[config.mk]
export PLATFORM = sky130hd
export DESIGN_NAME = gray_pixel_packer
export DESIGN_NICKNAME = d
export VERILOG_FILES = /design/src/rtl/gpp_pkg.sv /design/src/rtl/gpp_addr_ctr.sv /design/src/rtl/gpp_wr_pack.sv /design/src/rtl/gpp_rd_unpack.sv /design/src/rtl/gray_pixel_packer.sv
export SDC_FILE = /design/constraint.sdc
export NUM_CORES = 1
export LEC_CHECK = 0
export CORE_ASPECT_RATIO = 0.6
export CORE_UTILIZATION = 55
export DETAILED_ROUTE_END_ITERATION = 7
export DONT_BUFFER_PORTS = 1
export PLACE_DENSITY = 0.73
export SLEW_MARGIN = 20
export SYNTH_ARGS = -nofsm -noshare
export SYNTH_HDL_FRONTEND = slang
export SYNTH_SLANG_ARGS = --single-unit
[constraint.sdc]
create_clock -name clk -period 2.56 [get_ports clk]
set_clock_uncertainty 0.05 [all_clocks]
set_input_delay 0.128 -clock clk [delete_from_list [all_inputs] [get_ports clk]]
set_output_delay 0.128 -clock clk [all_outputs]
set_load 0.02 [all_outputs]
[src/rtl/gpp_pkg.sv]
package gpp_pkg;
  typedef enum logic [1:0] {
    FMT_HI_FIRST = 2'd0,
    FMT_LO_FIRST = 2'd1,
    FMT_HI_ONLY  = 2'd2,
    FMT_LO_ONLY  = 2'd3
  } pix_fmt_e;
endpackage

[src/rtl/gpp_addr_ctr.sv]
module gpp_addr_ctr #(
  parameter int ROWS = 160,
  parameter int COLS = 20,
  localparam int ROW_W = $clog2(ROWS),
  localparam int COL_W = $clog2(COLS),
  localparam int AW    = $clog2(ROWS * COLS)
) (
  input  logic             clk,
  input  logic             rst,
  input  logic             row_load_i,
  input  logic [ROW_W-1:0] row_val_i,
  input  logic             col_load_i,
  input  logic [COL_W-1:0] col_val_i,
  input  logic             adv_i,
  output logic [AW-1:0]    addr_o
);
  localparam logic [COL_W-1:0] COL_LAST = COL_W'(COLS - 1);
  localparam logic [ROW_W-1:0] ROW_LAST = ROW_W'(ROWS - 1);
  localparam logic [AW-1:0]    ADDR_LAST = AW'(ROWS * COLS - 1);

  logic [ROW_W-1:0] row_q;
  logic [COL_W-1:0] col_q;

  always_ff @(posedge clk) begin
    if (rst) begin
      row_q <= '0;
      col_q <= '0;
    end else if (row_load_i || col_load_i) begin
      if (row_load_i) row_q <= row_val_i;
      if (col_load_i) col_q <= col_val_i;
    end else if (adv_i) begin
      if (col_q == COL_LAST) begin
        col_q <= '0;
        row_q <= (row_q == ROW_LAST) ? '0 : row_q + ROW_W'(1);
      end else begin
        col_q <= col_q + COL_W'(1);
      end
    end
  end

  assign addr_o = AW'(row_q) * AW'(COLS) + AW'(col_q);

  assert_addr_step_R6: assert property (@(posedge clk) disable iff (rst)
    (adv_i && !row_load_i && !col_load_i && addr_o < ADDR_LAST) |=> (addr_o == $past(addr_o) + AW'(1)));
  assert_addr_wrap_R6: assert property (@(posedge clk) disable iff (rst)
    (adv_i && !row_load_i && !col_load_i && addr_o == ADDR_LAST) |=> (addr_o == '0));
  assert_row_load_R7: assert property (@(posedge clk) disable iff (rst)
    row_load_i |=> (row_q == $past(row_val_i)));
  assert_col_load_R7: assert property (@(posedge clk) disable iff (rst)
    col_load_i |=> (col_q == $past(col_val_i)));
endmodule

[src/rtl/gpp_wr_pack.sv]
module gpp_wr_pack
  import gpp_pkg::*;
#(
  parameter int DATA_W = 8,
  parameter int WORD_W = 32,
  localparam int PIX_W = DATA_W / 2,
  localparam int PPW   = WORD_W / PIX_W,
  localparam int CNT_W = $clog2(PPW + 1)
) (
  input  logic              clk,
  input  logic              rst,
  input  logic              clr_i,
  input  logic              stb_i,
  input  logic [1:0]        fmt_i,
  input  logic [DATA_W-1:0] data_i,
  output logic              done_o,
  output logic              we_o,
  output logic [WORD_W-1:0] word_o
);
  logic [WORD_W-1:0] acc_q, acc_n;
  logic [CNT_W-1:0]  cnt_q, cnt_n;
  logic [PIX_W-1:0]  hi, lo, first, second;
  logic              pair;
  pix_fmt_e          fmt;

  assign fmt = pix_fmt_e'(fmt_i);
  assign hi  = data_i[DATA_W-1 -: PIX_W];
  assign lo  = data_i[PIX_W-1:0];

  always_comb begin
    pair   = 1'b0;
    first  = hi;
    second = lo;
    unique case (fmt)
      FMT_HI_FIRST: begin pair = 1'b1; first = hi; second = lo; end
      FMT_LO_FIRST: begin pair = 1'b1; first = lo; second = hi; end
      FMT_HI_ONLY:  begin first = hi; end
      FMT_LO_ONLY:  begin first = lo; end
      default:      begin first = hi; end
    endcase
  end

  always_comb begin
    acc_n = acc_q;
    cnt_n = cnt_q;
    if (pair && cnt_q <= CNT_W'(PPW - 2)) begin
      acc_n = {acc_q[WORD_W-2*PIX_W-1:0], first, second};
      cnt_n = cnt_q + CNT_W'(2);
    end else begin
      acc_n = {acc_q[WORD_W-PIX_W-1:0], first};
      cnt_n = cnt_q + CNT_W'(1);
    end
  end

  assign done_o = stb_i && !clr_i && (cnt_n == CNT_W'(PPW));

  always_ff @(posedge clk) begin
    if (rst) begin
      acc_q  <= '0;
      cnt_q  <= '0;
      we_o   <= 1'b0;
      word_o <= '0;
    end else if (clr_i) begin
      cnt_q <= '0;
      we_o  <= 1'b0;
    end else begin
      we_o <= done_o;
      if (stb_i) begin
        acc_q <= acc_n;
        cnt_q <= done_o ? '0 : cnt_n;
        if (done_o) word_o <= acc_n;
      end
    end
  end

  assert_we_single_R5: assert property (@(posedge clk) disable iff (rst)
    we_o |=> !we_o);
  assert_no_early_write_R5: assert property (@(posedge clk) disable iff (rst)
    (stb_i && !clr_i && cnt_q == '0) |=> !we_o);
  assert_clear_R7: assert property (@(posedge clk) disable iff (rst)
    clr_i |=> (!we_o && cnt_q == '0));
endmodule

[src/rtl/gpp_rd_unpack.sv]
module gpp_rd_unpack #(
  parameter int DATA_W = 8,
  parameter int WORD_W = 32,
  localparam int BYTES = WORD_W / DATA_W,
  localparam int IDX_W = $clog2(BYTES)
) (
  input  logic              clk,
  input  logic              rst,
  input  logic              clr_i,
  input  logic              stb_i,
  input  logic [WORD_W-1:0] mem_rdata_i,
  output logic              fetch_o,
  output logic              mem_re_o,
  output logic [DATA_W-1:0] rd_data_o
);
  localparam logic [IDX_W-1:0] IDX_LAST = IDX_W'(BYTES - 1);

  logic              primed_q;
  logic              land_q;
  logic [IDX_W-1:0]  idx_q;
  logic [WORD_W-1:0] rbuf_q;

  assign fetch_o = stb_i && !clr_i && (!primed_q || idx_q == IDX_LAST);

  always_ff @(posedge clk) begin
    if (rst) begin
      primed_q  <= 1'b0;
      land_q    <= 1'b0;
      idx_q     <= '0;
      rbuf_q    <= '0;
      mem_re_o  <= 1'b0;
      rd_data_o <= '0;
    end else if (clr_i) begin
      primed_q <= 1'b0;
      land_q   <= 1'b0;
      idx_q    <= '0;
      mem_re_o <= 1'b0;
    end else begin
      mem_re_o <= fetch_o;
      land_q   <= mem_re_o;
      if (land_q) rbuf_q <= mem_rdata_i;
      if (stb_i) begin
        if (!primed_q) begin
          rd_data_o <= '0;
          primed_q  <= 1'b1;
          idx_q     <= '0;
        end else begin
          rd_data_o <= rbuf_q[(BYTES - 1 - int'(idx_q)) * DATA_W +: DATA_W];
          idx_q     <= idx_q + IDX_W'(1);
        end
      end
    end
  end

  assert_dummy_read_R8: assert property (@(posedge clk) disable iff (rst)
    (stb_i && !clr_i && !primed_q) |=> (rd_data_o == '0 && mem_re_o));
  assert_group_fetch_R9: assert property (@(posedge clk) disable iff (rst)
    (stb_i && !clr_i && primed_q && idx_q == IDX_LAST) |=> mem_re_o);
  assert_data_hold_R9: assert property (@(posedge clk) disable iff (rst)
    !stb_i |=> $stable(rd_data_o));
endmodule

[src/rtl/gray_pixel_packer.sv]
module gray_pixel_packer #(
  parameter int ROWS   = 160,
  parameter int COLS   = 20,
  parameter int DATA_W = 8,
  parameter int WORD_W = 32,
  localparam int ROW_W = $clog2(ROWS),
  localparam int COL_W = $clog2(COLS),
  localparam int AW    = $clog2(ROWS * COLS)
) (
  input  logic              clk,
  input  logic              rst,
  input  logic [1:0]        fmt_i,
  input  logic              row_load_i,
  input  logic [ROW_W-1:0]  row_val_i,
  input  logic              col_load_i,
  input  logic [COL_W-1:0]  col_val_i,
  input  logic              wr_stb_i,
  input  logic [DATA_W-1:0] wr_data_i,
  input  logic              rd_stb_i,
  output logic [DATA_W-1:0] rd_data_o,
  output logic              mem_we_o,
  output logic              mem_re_o,
  output logic [AW-1:0]     mem_addr_o,
  output logic [WORD_W-1:0] mem_wdata_o,
  input  logic [WORD_W-1:0] mem_rdata_i
);
  logic          clr;
  logic          rd_go;
  logic          wr_done;
  logic          rd_fetch;
  logic [AW-1:0] addr;

  assign clr   = row_load_i | col_load_i;
  assign rd_go = rd_stb_i & ~wr_stb_i;

  gpp_addr_ctr #(.ROWS(ROWS), .COLS(COLS)) u_ctr (
    .clk        (clk),
    .rst        (rst),
    .row_load_i (row_load_i),
    .row_val_i  (row_val_i),
    .col_load_i (col_load_i),
    .col_val_i  (col_val_i),
    .adv_i      (wr_done | rd_fetch),
    .addr_o     (addr)
  );

  gpp_wr_pack #(.DATA_W(DATA_W), .WORD_W(WORD_W)) u_wr (
    .clk    (clk),
    .rst    (rst),
    .clr_i  (clr),
    .stb_i  (wr_stb_i),
    .fmt_i  (fmt_i),
    .data_i (wr_data_i),
    .done_o (wr_done),
    .we_o   (mem_we_o),
    .word_o (mem_wdata_o)
  );

  gpp_rd_unpack #(.DATA_W(DATA_W), .WORD_W(WORD_W)) u_rd (
    .clk         (clk),
    .rst         (rst),
    .clr_i       (clr),
    .stb_i       (rd_go),
    .mem_rdata_i (mem_rdata_i),
    .fetch_o     (rd_fetch),
    .mem_re_o    (mem_re_o),
    .rd_data_o   (rd_data_o)
  );

  always_ff @(posedge clk) begin
    if (rst) mem_addr_o <= '0;
    else if (wr_done || rd_fetch) mem_addr_o <= addr;
  end

  assert_we_re_apart_R5: assert property (@(posedge clk) disable iff (rst)
    !(mem_we_o && mem_re_o));
  assert_write_addr_R6: assert property (@(posedge clk) disable iff (rst)
    wr_done |=> (mem_addr_o == $past(addr)));
endmodule

# == Word level (Yosys, flattened, before mapping) ==
# Cells that the tools add are included.
# word_totals
register_bits,135
inputBits,61
elab_cells,77
output_inout_bits,54
# classes
n_eq_ne,9
magnitude_cmp,1
shifts,1
n_reduce_logical,23
n_addsub,7
n_mul,1
n_bitwise,5
muxes,17
# op_table
operator,count
8-bit 2-to-1 mux,6
32-bit 2-to-1 mux,1
32-bit by 32-bit variable part select with 8-bit output,1
5-bit 2-to-1 mux,4
12-bit by 5-bit adder with 12-bit output,1
4-bit 2-to-1 mux,3
8-bit by 3-bit multiplier with 10-bit output (second input constant),1
8-bit by 1-bit adder with 8-bit output (second input constant),1
8-bit == test (second input constant),1
4-bit one-hot mux with 2 select lines,1
2-bit AND reduction,4
2-bit OR reduction,4
2-bit == test (second input constant),3
3-bit AND reduction,2
5-bit by 1-bit adder with 5-bit output (second input constant),1
5-bit == test (second input constant),1
1-bit logical AND,5
4-bit by 1-bit adder with 4-bit output (second input constant),1
4-bit by 2-bit adder with 4-bit output (second input constant),1
4-bit == test (second input constant),1
4-bit by 3-bit less-or-equal comparator with 1-bit output (second input constant),1
2-bit inequality test (second input constant),2
2-bit nonzero test,2
1-bit logical OR,3
10 further kinds,13

# == Logic depth before layout (Yosys ltp) ==
# Gate-level depths: netlist (run 1).
# logic_depth
depth_word,10
ltp_mapped,10
ltp_nobuf,10

# == Hierarchy ==
# A second synthesis (run 1) with hierarchy kept.
# hier_totals
cells_unflattened,741
area_unflattened_um2,6586.3
# by_module_without_submodules
module,n_inst,cells_each,seq_area_each_um2,area_each_um2
gpp_wr_pack,1,307,1301.2,2895.3
gpp_rd_unpack,1,198,900.9,1770.4
gpp_addr_ctr,1,179,260.2,1405.1
gray_pixel_packer,1,57,240.2,515.5

# == Least setup slack after synthesis (run 1) ==
# Ideal clock, no wire load.
# synth_path
kind,register to register
from,register u_ctr.row_q[3]
to,register mem_addr_o[11]
setup_ns,0.091
arrival_time_ns,2.293
stages_incl_launch_ff,9
path_buffers,0
synth_period_minus_slack_ns,2.434
slack_ns,0.126
t_required_ns,2.419
cell_sequence,dfxtp_1 -> ha_1 -> ha_1 -> inv_1 -> fa_1 -> nor4b_1 -> and3_1 -> o211ai_1 -> a311oi_1
# synth_via
elab_chain_len,2
# synth_rtl
element,line,text
"start, declared",gpp_addr_ctr.sv:21,logic [ROW_W-1:0] row_q;
"start signal, assigned",gpp_addr_ctr.sv:29,if (row_load_i) row_q <= row_val_i;
"start signal, assigned",gpp_addr_ctr.sv:34,row_q <= (row_q == ROW_LAST) ? '0 : row_q + ROW_W'(1);
8-bit by 3-bit multiplier with 10-bit output,gpp_addr_ctr.sv:41,assign addr_o = AW'(row_q) * AW'(COLS) + AW'(col_q);
12-bit by 5-bit adder with 12-bit output,gpp_addr_ctr.sv:41,
"end signal, assigned",gray_pixel_packer.sv:72,else if (wr_done || rd_fetch) mem_addr_o <= addr;
"end, declared",gray_pixel_packer.sv:23,"output logic [AW-1:0] mem_addr_o,"
# Every way passes these cells.
# A chain may end at the register's enable or synchronous reset.

# == Worst setup path after layout (run 1) ==
# Same ends and word-level chain as after synthesis.

==> out/metrics.yaml, run 1 <==
clocking:
  numCtsBuffers: 17
  htreeDepth: 4
  cts_sinks: 135
  cts_root_buffer: "clkbuf_16"
  clk_pin_slew_worst_paths_ns: 0.06
  tritoncts: "yes"
  clock_path_buffers: 2
  insertion_delay_ns: 0.41
routing:
  wirelength_um: 16020
  wl_met3_um: 1297
  first_pass_iters: 8
  drt-initial-drc-count: 509
  viasPerCell: 6.012
  drc: 1
  ant_nets: 0
  num_vias: 5465
  dr_wl_met2_um: 6979
  top_layer: "met4"
  drt-met1-wl_um: 7324
  wl_per_cell_um: 17.62
sta:
  maxSlewViolCount: 0
  clock.fmax_ghz: 0.4033
  tightest_slew_ns: 0.9983
  setup_viol: 0
  slew_headroom_pct: 33.28
  final_hold_viol_count: 0
  rsz0062_at_grt: "true"
  min_period_ns: 2.480
  period_share_pct: 96.87
  setup_ws_ns: 0.08017
synthesis:
  ys_ff_latch: 135
  syn_inst: 716
  synth_area_mm2: 0.006315
  yosys-top-cells-area: "dfxtp_1 (43%), nand2_1 (7.0%), a211oi_1 (6.4%)"
  synth_most_common_cell: "dfxtp_1"
  yosysSeqAreaShare_pct: 42.80
  syn_nets: 800
  async_reset_ff_share_pct: 0
  synthTopCellsByCount: "dfxtp_1 (135), nand2_1 (118), nor2_1 (85)"
  synth_edf_count: 0
  synth.avg_cell_area_um2: 8.820
  synth.top_cell.area_share_pct: 42.80
  yosysTopAreaCell: "dfxtp_1"
  post_synth_num_cell_types: 63
  synth_warnings: 0
  synth_ff_type: "dfxtp_1"
final_layout:
  fillCellCount: 790
  post-route-util_pct: 70.98
  layout.nets: 844
  area_growth_pct: 21.95
  final_layout_size_suffix_gt1_share_pct: 10.91
  design_area_mm2: 0.007701
  n_antenna_cell: 0
global_routing:
  antenna_found_initial: 0
  grt.total_usage_pct: 27.18
  grt_pass1_wl_um: 25590
  grt_pass1_vias: 5209
  grt_max_degree: 127
  overflow: 0
power_and_ir_drop:
  power_mw: 5.212
  pwr-share-comb_pct: 7.7
  p_sw_share_pct: 22.65
  pwr-share-clk_pct: 50.5
  vdd.ir_drop.worst_mv: 0.5907
  internal_power_mw: 4.031
  p_seq_share_pct: 41.9
  p_per_area_mw_per_mm2: 676.8
  switching_power_mw: 1.181
  leakagePower_nw: 2.769
critical_path:
  cp.required_ns: 2.84
  crit_arrival_ns: 2.76
  startpoint_type: "register"
  criticalPathCategory: "register to register"
  cp_max_fo: 3
  critPathCaptureType: "register"
floorplan:
  core_area_mm2: 0.01085
  die_w_um: 140.3
  die_h_um: 85
  start_util_pct: 58.21
  io_pins: 115
  die_area_mm2: 0.01193
  std_cell_rows: 29
place:
  portBuffers: 0
  gp_congestion: 0.8776
  placed_cell_area_mm2: 0.006397
  dp_hpwl_um: 10210
  pre_cts_ws_ns: 0.03540
job:
  timing.max_cap.violations: 0
worst_hold_path:
  min_path_type: "primary input to register"
outcome:
  violations: "DRC"
  outcome: "complete, but fails checks"
critical path: stages, from the launching register on:
cell and delay [ns]:
dfxtp_1 0.33, ha_1 0.29, ha_1 0.16, inv_1 0.06, fa_2 0.37, nor2b_2 0.15, o31ai_1 0.09, xnor2_1 0.17
and3_1 0.20, a211o_1 0.29, a311oi_1 0.23
per-layer routing:
layer	global-route usage [%]	vias up
li1	-	2630
met2	42.64	236
met3	8.296	54
met5	0	-
met1	34.95	2545
met4	11.59	0
final cells by class:
cell class | count | area (um2) | share of cell area, %
Inverter | 16 | 60.06 | 0.7799
Sequential cell | 135 | 2705 | 35.13
Timing Repair Buffer | 72 | 747.0 | 9.699
Clock inverter | 12 | 202.7 | 2.632
Multi-Input combinational cell | 518 | 3387 | 43.98
Tap cell | 139 | 173.9 | 2.258
Clock buffer | 17 | 425.4 | 5.524
state kept, by name, summed over array words and instances (netlist names):
| register | cells |
|---|---|
| u_rd.rbuf_q | 32 |
| u_rd.primed_q | 1 |
| u_rd.mem_re_o | 1 |
| u_wr.word_o | 32 |
| u_wr.we_o | 1 |
| u_ctr.row_q | 8 |
| u_wr.acc_q | 28 |
| u_rd.land_q | 1 |
| u_wr.cnt_q | 4 |
| mem_addr_o | 12 |
| u_ctr.col_q | 5 |
| u_rd.rd_data_o | 8 |
| u_rd.idx_q | 2 |
cell families (layout without fill, tap and decap cells):
group           after synthesis  in the layout  share of synthesized area, %
compound gates              179            179                         19.73
fa+ha+maj                    23             23                         4.795
simple gates                256            256                         17.50
buf+inv                      63            117                         4.379
mux                          44             44                         8.579
flops                       135            135                         42.80
xor+xnor                     16             16                         2.219
through the flow:
step,TNS [ns],instances,hold slack [ns]
6_report,0,909,0.01448
5_1_grt,-0.07365,909,0.03103
4_1_cts,0,906,0.007074
3_5_place_dp,0,823,0.1624
3_3_place_gp,0,823,0.1587
2_1_floorplan,0,716,0.2117
layout by cell type, fill, tap and decap left out, types with 7 or more instances in the layout:
master         instances
a211oi_1              54
a21oi_1               60
a22oi_1                8
buf_4                 13
clkbuf_16             19
dfxtp_1              133
dlygate4sd3_1         54
ha_1                  21
inv_1                 16
mux2i_1               35
mux4_2                 8
nand2_1              118
nand3_1               15
nor2_1                85
o21ai_0               13
xnor2_1                8
xor2_1                 7
what timing repair did:
action                     CTS  global route
hold endpoints to repair   134             1
buffers inserted             0             0
pin swaps                    0             2
gates cloned                 0             2
resized for setup            3            11
hold buffers                54             1
setup endpoints to repair    1            14
power by group through the flow:
stage	clock network [mW]	registers (mW)	logic, mW
floorplan	0	2.22	0.244
global placement	0	2.23	0.264
detailed placement	0	2.23	0.273
CTS	2.65	2.18	0.385
global route	2.75	2.19	0.435
finish	2.63	2.18	0.399
worst paths after layout:
check                 startpoint              to  slack (ns)  cells after the start
setup / recovery  u_ctr.row_q[3]  mem_addr_o[11]        0.08                     10
hold / removal      wr_data_i[5]   u_wr.acc_q[1]        0.01                      2
setup reg to reg  u_ctr.row_q[3]  mem_addr_o[11]        0.08                     10
hold reg to reg   u_rd.rbuf_q[4]  u_rd.rbuf_q[4]        0.41                      2
(Power assumes the default switching activity.)
==> run 2, diff against run 1 <==
==> constraint.sdc (replaced) <==
create_clock -name clk -period 2.56 [get_ports clk]
set_clock_uncertainty 0.05 [all_clocks]
set_input_delay 0.256 -clock clk [delete_from_list [all_inputs] [get_ports clk]]
set_output_delay 0.256 -clock clk [all_outputs]
set_load 0.02 [all_outputs]
==> run 2 against run 1 <==
  * The run now ends clean
  * First-iteration DRC count shrank 43%
  * Sequential share of layout area grew 0.80 points
  * Cell count shrank 1.4%
  * Design area shrank 1.9%
==> out/metrics.yaml, run 2 (synthesis results as in run 1) <==
sta:
  maxSlewViolCount: 0  # unchanged
  rsz0062_at_grt: "false"
  setup_ws_ns: 0.1220  # +0.04181 ns
  setup_viol: 0  # unchanged
  tightest_slew_ns: 0.9904  # -0.007965 ns
  clock.fmax_ghz: 0.4102  # +1.7%
  whs_ns: 0.02204  # +0.007562 ns
  min_period_ns: 2.438  # -0.04181 ns
  fin_setup_tns_ns: 0  # unchanged
  period_share_pct: 95.24  # -1.6 points
  slew_headroom_pct: 33.81  # +0.53 points
  final_hold_viol_count: 0  # unchanged
floorplan:
  core_area_mm2: 0.01085  # unchanged
  io_pins: 115  # unchanged
  die_h_um: 85  # unchanged
  die_w_um: 140.3  # unchanged
  die_area_mm2: 0.01193  # unchanged
  std_cell_rows: 29  # unchanged
  start_util_pct: 58.21  # unchanged
final_layout:
  final_layout_size_suffix_gt1_share_pct: 12.68  # +1.8 points
  n_antenna_cell: 0  # unchanged
  instances_no_fill: 896  # -1.4%
  layout.nets: 830  # -1.7%
  mostFrequentLayoutCells: "dfxtp_1 (129), nand2_1 (118), nor2_1 (85)"
  final_common_cell: "dfxtp_1"
  reg.largest.list: "u_rd.rbuf_q: 32 flops, u_wr.word_o: 32 flops, u_wr.acc_q: 28 flops"
  post-route-util_pct: 69.60  # -1.4 points
  area_growth_pct: 19.58
  design_area_mm2: 0.007551  # -1.9%
place:
  pre_cts_ws_ns: 0.05601  # +0.02061 ns
  dp.cells: 824  # +0.12%
  placed_cell_area_mm2: 0.006405  # +0.12%
  portBuffers: 0  # unchanged
  gp_congestion: 0.9009  # +2.7%
  dp_hpwl_um: 9937  # -2.7%
global_routing:
  grt_pass1_wl_um: 24800  # -3.1%
  use_met1_pct: 35.25  # +0.29 points
  grtUsageMet3_pct: 8.070  # -0.23 points
  grt_pass1_vias: 5066  # -2.7%
  antenna_found_initial: 0  # unchanged
  overflow: 0  # unchanged
  grt_max_degree: 121  # -4.7%
  grt.total_usage_pct: 26.52  # -0.66 points
  gr-usage-met2_pct: 40.27  # -2.4 points
  grt.busiest_layer: "met2"
routing:
  drt-initial-drc-count: 290  # -43%
  first_pass_iters: 5  # -3
  wirelength_um: 15420  # -3.7%
  drc: 0  # -1
  num_vias: 5332  # -2.4%
  viasPerCell: 5.951  # -1.0%
  ant_nets: 0  # unchanged
  wl_per_cell_um: 17.21  # -2.3%
power_and_ir_drop:
  leakagePower_nw: 2.681  # -3.2%
  power_mw: 5.004  # -4.0%
  p_per_area_mw_per_mm2: 662.7  # -2.1%
  vdd.ir_drop.worst_mv: 0.5651  # -4.3%
critical_path:
  criticalPathCategory: "register to register"
  max_stage_delay_ns: 0.59  # +0.22 ns
  r2r-start: "u_wr.cnt_q[0]"
  crit_chain: "inv_1 > ha_1 > nand3b_4 > nand2_8 > buf_6 > mux2i_1 > a211oi_1 > dlygate4sd3_1"
  cp_max_fo: 14  # +11
  critPathLaunch: "u_wr.cnt_q[0]"
  crit_arrival_ns: 2.68  # -0.08 ns
  critPathCaptureType: "register"
  startpoint_type: "register"
  cp.required_ns: 2.80  # -0.04 ns
  slowest_stage: "dlygate4sd3_1"
outcome:
  outcome: "complete, no violations"
worst_hold_path:
  min_path_type: "primary input to register"
  min_from: "row_val_i[4]"
clocking:
  htreeDepth: 4  # unchanged
  numCtsBuffers: 17  # unchanged
  insertion_delay_ns: 0.41  # about the same
  cts_root_buffer: "clkbuf_16"
  clock_path_buffers: 2  # unchanged
  clk_pin_slew_worst_paths_ns: 0.06  # about the same
  cts_sinks: 135  # unchanged
  tritoncts: "yes"
job:
  timing.max_cap.violations: 0  # unchanged
-- run 2: final cells by class --
| type | instances | area (um2) |
|---|---|---|
| clock buffers | 18 | 439.2 |
| inverters | 16 | 60.06 |
| well taps | 139 | 173.9 |
| repair buffers | 58 | 580.6 |
| flip-flops and latches | 135 | 2713 |
| clock inverters | 12 | 152.6 |
| fillers | 800 | 3298 |
| multi-input cells | 518 | 3432 |
-- run 2: what timing repair did --
item / in CTS / in global routing
setup endpoints to repair: 0 / 19
setup buffers: 0 / 2
hold buffers: 40 / 0
resized for setup: 0 / 30
endpoints found under the hold margin: 129 / 0
-- run 2: final timing paths --
check / end / slack, ns / depth (start not counted)
setup / recovery: u_wr.acc_q[20] / 0.12 / 8
setup reg to reg: u_wr.acc_q[20] / 0.12 / 8
hold / removal: u_ctr.row_q[4] / 0.02 / 2
hold reg to reg: u_rd.rbuf_q[4] / 0.41 / 2
-- run 2: routing by layer --
metal	wire [um]	vias up
li1	-	2602
met1	6950	2489
met2	6852	207
met3	1283	34
met4	333	0
met5	0	-
-- run 2: report_power, final --
| group | internal (mW) | switching, mW | leakage, nW |
|---|---|---|---|
| Sequential | 2.14 | 0.0440 | 1.10 |
| Combinational | 0.170 | 0.209 | 1.31 |
| Clock | 1.54 | 0.897 | 0.280 |
-- run 2: critical path, delay by kind of cell, from the launching register on --
| kind | cells | cell delay (ns) |
|---|---|---|
| adders and majority gates | 1 | 0.22 |
| AOI/OAI and AO/OA | 1 | 0.11 |
| DFF | 1 | 0.36 |
| and+or+nand+nor | 2 | 0.41 |
| buffers and inverters | 3 | 0.90 |
| muxes | 1 | 0.26 |
